**src/rtl/priv_gate_pkg.sv**
```systemverilog
package priv_gate_pkg;

  typedef enum logic [1:0] {
    OP_WFI    = 2'd0,
    OP_SFENCE = 2'd1,
    OP_HFENCE = 2'd2,
    OP_GFENCE = 2'd3
  } gate_op_e;

  localparam logic [1:0] PRIV_U = 2'd0;
  localparam logic [1:0] PRIV_S = 2'd1;
  localparam logic [1:0] PRIV_M = 2'd3;

  typedef enum logic [1:0] {
    V_FLUSH   = 2'd0,
    V_HALT    = 2'd1,
    V_ILLEGAL = 2'd2,
    V_VIRTUAL = 2'd3
  } verdict_e;

  typedef struct packed {
    logic [1:0] priv;
    logic       virt;
    logic       tw;
    logic       tvm;
    logic       vtvm;
    logic       hyp;
  } gate_ctx_t;

  localparam int ILLEGAL_CODE = 2;
  localparam int VIRTUAL_CODE = 22;

endpackage

```
**src/rtl/gate_wfi_rule.sv**
```systemverilog
module gate_wfi_rule
  import priv_gate_pkg::*;
(
  input  gate_ctx_t ctx,
  output verdict_e  verdict
);

  logic s_trapped;

  always_comb begin
    s_trapped = (ctx.priv == PRIV_S) && ctx.tw;
    if (s_trapped || ctx.virt) begin
      verdict = V_VIRTUAL;
    end else begin
      verdict = V_HALT;
    end
  end

endmodule

```
**src/rtl/gate_sfence_rule.sv**
```systemverilog
module gate_sfence_rule
  import priv_gate_pkg::*;
(
  input  gate_ctx_t ctx,
  output verdict_e  verdict
);

  logic too_low;
  logic s_trapped;
  logic guest_trapped;

  always_comb begin
    too_low       = ctx.priv < PRIV_S;
    s_trapped     = (ctx.priv == PRIV_S) && ctx.tvm;
    guest_trapped = ctx.hyp && ctx.virt && ctx.vtvm;
    if (too_low || s_trapped) begin
      verdict = V_ILLEGAL;
    end else if (guest_trapped) begin
      verdict = V_VIRTUAL;
    end else begin
      verdict = V_FLUSH;
    end
  end

endmodule

```
**src/rtl/gate_hfence_rule.sv**
```systemverilog
module gate_hfence_rule
  import priv_gate_pkg::*;
#(
  parameter bit GUEST_PHYS = 1'b0
) (
  input  gate_ctx_t ctx,
  output verdict_e  verdict
);

  verdict_e base_verdict;
  logic     in_guest_s;
  logic     host_ok;

  always_comb begin
    in_guest_s = (ctx.priv == PRIV_S) && ctx.virt;
    host_ok    = (ctx.priv == PRIV_M) || ((ctx.priv == PRIV_S) && !ctx.virt);
    if (in_guest_s) begin
      base_verdict = V_VIRTUAL;
    end else if (host_ok) begin
      base_verdict = V_FLUSH;
    end else begin
      base_verdict = V_ILLEGAL;
    end
  end

  generate
    if (GUEST_PHYS) begin : g_gphys
      logic early_trap;
      always_comb begin
        early_trap = (ctx.priv == PRIV_S) && !ctx.virt && ctx.tvm;
        verdict    = early_trap ? V_ILLEGAL : base_verdict;
      end
    end else begin : g_plain
      always_comb begin
        verdict = base_verdict;
      end
    end
  endgenerate

endmodule

```
**src/rtl/gate_result_reg.sv**
```systemverilog
module gate_result_reg
  import priv_gate_pkg::*;
#(
  parameter int CAUSE_W = 5
) (
  input  logic               clk,
  input  logic               rst_n,
  input  logic               valid,
  input  verdict_e           verdict,
  output logic               done_q,
  output logic               allow_q,
  output logic               halt_q,
  output logic               flush_q,
  output logic               fault_q,
  output logic [CAUSE_W-1:0] cause_q
);

  localparam logic [CAUSE_W-1:0] ILL_C  = CAUSE_W'(ILLEGAL_CODE);
  localparam logic [CAUSE_W-1:0] VIRT_C = CAUSE_W'(VIRTUAL_CODE);

  logic               done_n, allow_n, halt_n, flush_n, fault_n;
  logic [CAUSE_W-1:0] cause_n;
  logic               cause_en;

  always_comb begin
    done_n  = valid;
    halt_n  = valid && (verdict == V_HALT);
    flush_n = valid && (verdict == V_FLUSH);
    fault_n = valid && ((verdict == V_ILLEGAL) || (verdict == V_VIRTUAL));
    allow_n = halt_n || flush_n;
    if (!fault_n) begin
      cause_n = '0;
    end else if (verdict == V_VIRTUAL) begin
      cause_n = VIRT_C;
    end else begin
      cause_n = ILL_C;
    end
    cause_en = valid || fault_q;
  end

  always_ff @(posedge clk or negedge rst_n) begin
    if (!rst_n) begin
      done_q  <= 1'b0;
      allow_q <= 1'b0;
      halt_q  <= 1'b0;
      flush_q <= 1'b0;
      fault_q <= 1'b0;
    end else begin
      done_q  <= done_n;
      allow_q <= allow_n;
      halt_q  <= halt_n;
      flush_q <= flush_n;
      fault_q <= fault_n;
    end
  end

  always_ff @(posedge clk or negedge rst_n) begin
    if (!rst_n) begin
      cause_q <= '0;
    end else if (cause_en) begin
      cause_q <= cause_n;
    end
  end

endmodule

```
**src/rtl/priv_insn_gate.sv**
```systemverilog
module priv_insn_gate
  import priv_gate_pkg::*;
#(
  parameter int CAUSE_W = 5
) (
  input  logic               clk,
  input  logic               rst_n,
  input  logic               req_valid,
  input  logic [1:0]         req_op,
  input  logic [1:0]         cur_priv,
  input  logic               virt_on,
  input  logic               tw_bit,
  input  logic               tvm_bit,
  input  logic               vtvm_bit,
  input  logic               hyp_present,
  output logic               done_o,
  output logic               allow_o,
  output logic               halt_req_o,
  output logic               flush_o,
  output logic               fault_o,
  output logic [CAUSE_W-1:0] cause_o
);

  localparam int N_FENCE = 2;

  gate_ctx_t ctx;
  verdict_e  wfi_v;
  verdict_e  sf_v;
  verdict_e  hf_v [N_FENCE];
  verdict_e  sel_v;

  always_comb begin
    ctx.priv = cur_priv;
    ctx.virt = virt_on;
    ctx.tw   = tw_bit;
    ctx.tvm  = tvm_bit;
    ctx.vtvm = vtvm_bit;
    ctx.hyp  = hyp_present;
  end

  gate_wfi_rule u_wfi (
    .ctx     (ctx),
    .verdict (wfi_v)
  );

  gate_sfence_rule u_sfence (
    .ctx     (ctx),
    .verdict (sf_v)
  );

  // index 0: plain hypervisor fence, index 1: guest-physical fence
  for (genvar gi = 0; gi < N_FENCE; gi++) begin : g_hf
    gate_hfence_rule #(
      .GUEST_PHYS (gi == 1)
    ) u_hf (
      .ctx     (ctx),
      .verdict (hf_v[gi])
    );
  end

  always_comb begin
    unique case (gate_op_e'(req_op))
      OP_WFI:    sel_v = wfi_v;
      OP_SFENCE: sel_v = sf_v;
      OP_HFENCE: sel_v = hf_v[0];
      OP_GFENCE: sel_v = hf_v[1];
      default:   sel_v = V_ILLEGAL;
    endcase
  end

  gate_result_reg #(
    .CAUSE_W (CAUSE_W)
  ) u_res (
    .clk     (clk),
    .rst_n   (rst_n),
    .valid   (req_valid),
    .verdict (sel_v),
    .done_q  (done_o),
    .allow_q (allow_o),
    .halt_q  (halt_req_o),
    .flush_q (flush_o),
    .fault_q (fault_o),
    .cause_q (cause_o)
  );

endmodule

```
**config.mk**
```make
export PLATFORM = sky130hd
export DESIGN_NAME = priv_insn_gate
export DESIGN_NICKNAME = d
export VERILOG_FILES = /design/src/rtl/priv_gate_pkg.sv /design/src/rtl/gate_wfi_rule.sv /design/src/rtl/gate_sfence_rule.sv /design/src/rtl/gate_hfence_rule.sv /design/src/rtl/gate_result_reg.sv /design/src/rtl/priv_insn_gate.sv
export SDC_FILE = /design/constraint.sdc
export NUM_CORES = 1
export LEC_CHECK = 0
export BUFFER_PORTS_ARGS = -buffer_cell sky130_fd_sc_hd__buf_4
export CAP_MARGIN = 40
export CORE_AREA = 2 2 39 41
export CTS_CLUSTER_SIZE = 10
export DETAILED_ROUTE_END_ITERATION = 10
export DIE_AREA = 0 0 41 43
export SETUP_SLACK_MARGIN = 0.05
export SKIP_CTS_REPAIR_TIMING = 1
export SYNTH_ARGS = -nofsm -noshare
export SYNTH_HDL_FRONTEND = slang
export SYNTH_HIERARCHICAL = 1
export SYNTH_SLANG_ARGS = --single-unit
```
**constraint.sdc**
```tcl
create_clock -name clk -period 1 [get_ports clk]
set_clock_uncertainty 0.05 [all_clocks]
set_input_delay 0.3 -clock clk [delete_from_list [all_inputs] [get_ports clk]]
set_output_delay 0.3 -clock clk [all_outputs]
set_load 0.01 [all_outputs]
```
==> results.toml <==
[logic_synthesis]
netlist-cell-type-count = 20
synth-seq-cells = 7
syn_inst = 37
syn_avg_cell_area_sq_um = 11.26
syn_area_sq_um = 416.7
yosysWarnings = 6
ys_seq_area_share_pct = 42.04

[pwr]
leakage_nw = 0.3368
p_per_area_nw_per_um2 = 1194
total_power_uw = 774.0
peakVddDrop_v = 0.0004079

[die]
start_util_pct = 30.11
die_area_sq_um = 1763
die_h_microns = 43
rows = 14
fp.dieW_microns = 41
core_area_sq_um = 1384
pin_count = 22

[clocking]
cts_tree = "yes"
worstSkewPairLatency_ns = 0.24
clockRootBuffer = "clkbuf_4"
clk_path_buf_depth = 2
h-tree-depth = 1
numCtsBuffers = 3
clock_sinks = 7
clkTransAtPathRegs_ns = 0.05

[setup_path]
slowest_delay_ns = 0.50
critPathRequiredTime_ns = 1.09
crit_chain = "buf_6 > nand2b_4 > a21bo_1 > mux4_2 > and2_4 > a21o_1"
start_kind = "input pin"
cp.arrival_ns = 1.49
crit_path_end_kind = "flop"
cp_max_fo = 3
slowest_stage = "mux4_2"
cpLargestDelayFamily = "multiplexers"
critPathKind = "in2reg"
critPathBufInv = 1

[sta]
fin_setup_tns_ns = -2.559
setup_ws_ns = -0.4032
fmax_ghz = 0.7127
slew_violations = 0
finalSetupViolCount = 14
rsz0062_at_grt = "yes"
fin_crit_sh_pct = 140.3
hold_viol_final = 0
fin_crit_ns = 1.403

[placement]
hpwlAfterDp_microns = 575.9
port_buffers = 19
gp_congestion = 0.7000
dp.cells = 69

[route]
drc_errors = 0
drt-total-wl_microns = 717
postRouteAntennaNets = 0
drtIter0Drc = 2
dr.pass1.iters = 2
via_per_inst = 4.253
vias = 319
wl_per_cell_microns = 9.560

[status]
failed_checks = "setup timing"
status = "finished, violations left"

[final_layout]
instances_no_fill = 75
final_cell_mix = "buf_4 (10), buf_6 (10), dfrtp_1 (7)"
antennaDiodeCount = 0
fillers = 136
final_net_count = 72
area_delta_synth_final_pct = 55.56
drive_gt1_share_pct = 50.85

[min_path]
hp-class = "in2reg"

[grt]
grt_max_degree = 8
grt-ovfl-total = 0
antenna_found_initial = 0
grt_pass1_vias = 307
grt_pass1_wl_mm = 1.110
grt_usage_pct = 9.514

[run]
maxCapViolations = 0
[synthesized netlist by cell type]
master | n | share of area, %
nor2b_4 | 1 | 3.3
o21ai_1 | 2 | 2.4
a21bo_1 | 1 | 2.4
nand2b_4 | 1 | 3.3
nand2_1 | 2 | 1.8
buf_4 | 5 | 9.0
a21o_1 | 1 | 1.8
a32o_1 | 1 | 2.4
and2_1 | 1 | 1.5
a21oi_1 | 1 | 1.2
o21bai_1 | 1 | 1.8
nor2_1 | 3 | 2.7
and2_4 | 1 | 2.1
mux4_1 | 2 | 13
nor3b_2 | 1 | 3.0
conb_1 | 2 | 1.8
dfrtp_1 | 7 | 42
inv_1 | 2 | 1.8
and2b_1 | 1 | 1.8
nand3_1 | 1 | 1.2
[layer usage]
metal | up-vias | wire (microns) | track usage [%]
met2 | 18 | 377 | 15.00
met1 | 137 | 256 | 9.901
met4 | 0 | 0 | 8.000
met5 | - | 0 | 0
li1 | 164 | - | -
met3 | 0 | 83 | 2.094
[metrics by stage]
stage | cell area, sq um | hold WS, ns | setup WS (ns) | utilization, %
after global routing | 648.1 | 0.1492 | -0.4448 | 46.84
final | 648.1 | 0.1506 | -0.4032 | 46.84
after detailed placement | 561.8 | 0.06470 | -0.6903 | 40.60
after CTS | 588.1 | -0.2045 | -0.4264 | 42.50
after floorplan | 416.7 | -0.04559 | -0.5270 | -
after global placement | 561.8 | 0.06506 | -0.6746 | 40.60
[kinds of logic after synthesis]
group | Yosys count | share of synthesized area (%)
AOI/OAI and AO/OA | 7 | 12.01
buffers and inverters | 7 | 10.81
DFF | 7 | 42.04
muxes | 2 | 12.61
other | 2 | 1.802
and+or+nand+nor | 12 | 20.72
[state kept, by name (all words and copies together), names as in the netlist]
name and count:
u_res/allow_q 1, u_res/flush_q 1, u_res/halt_q 1, u_res/fault_q 1
u_res/done_q 1, u_res/cause_q 2
[power breakdown]
| part | total, mW | leakage (nW) | switching [mW] | internal [mW] |
|---|---|---|---|---|
| clock | 0.247 | 0.0150 | 0.0953 | 0.152 |
| combinational | 0.208 | 0.231 | 0.0768 | 0.131 |
| sequential | 0.319 | 0.0903 | 0.0136 | 0.305 |
| total | 0.774 | 0.337 | 0.186 | 0.588 |
[path summary, 6_finish.rpt]
path	start	to	slack [ns]	depth (start not counted)
max	tvm_bit	u_res/cause_q[1]	-0.40	6
min	req_valid	u_res/done_q	0.15	1
max reg2reg	u_res/fault_q	u_res/cause_q[2]	0.12	3
min reg2reg	u_res/cause_q[1]	u_res/cause_q[1]	0.46	1
max in group asynchronous	rst_n	u_res/allow_q	0.42	2
min in group asynchronous	rst_n	u_res/fault_q	0.36	2
[layout make-up]
cell class                 count  area [sq um]  area share, %
timing repair buffer          22         217.7          33.59
inverter                       2         7.507          1.158
sequential                     7         175.2          27.03
tap                           16         20.02          3.089
multi-input combinational     24         201.4          31.08
clock buffer                   4         26.28          4.054
No activity file was read; power rests on OpenSTA's default activity.
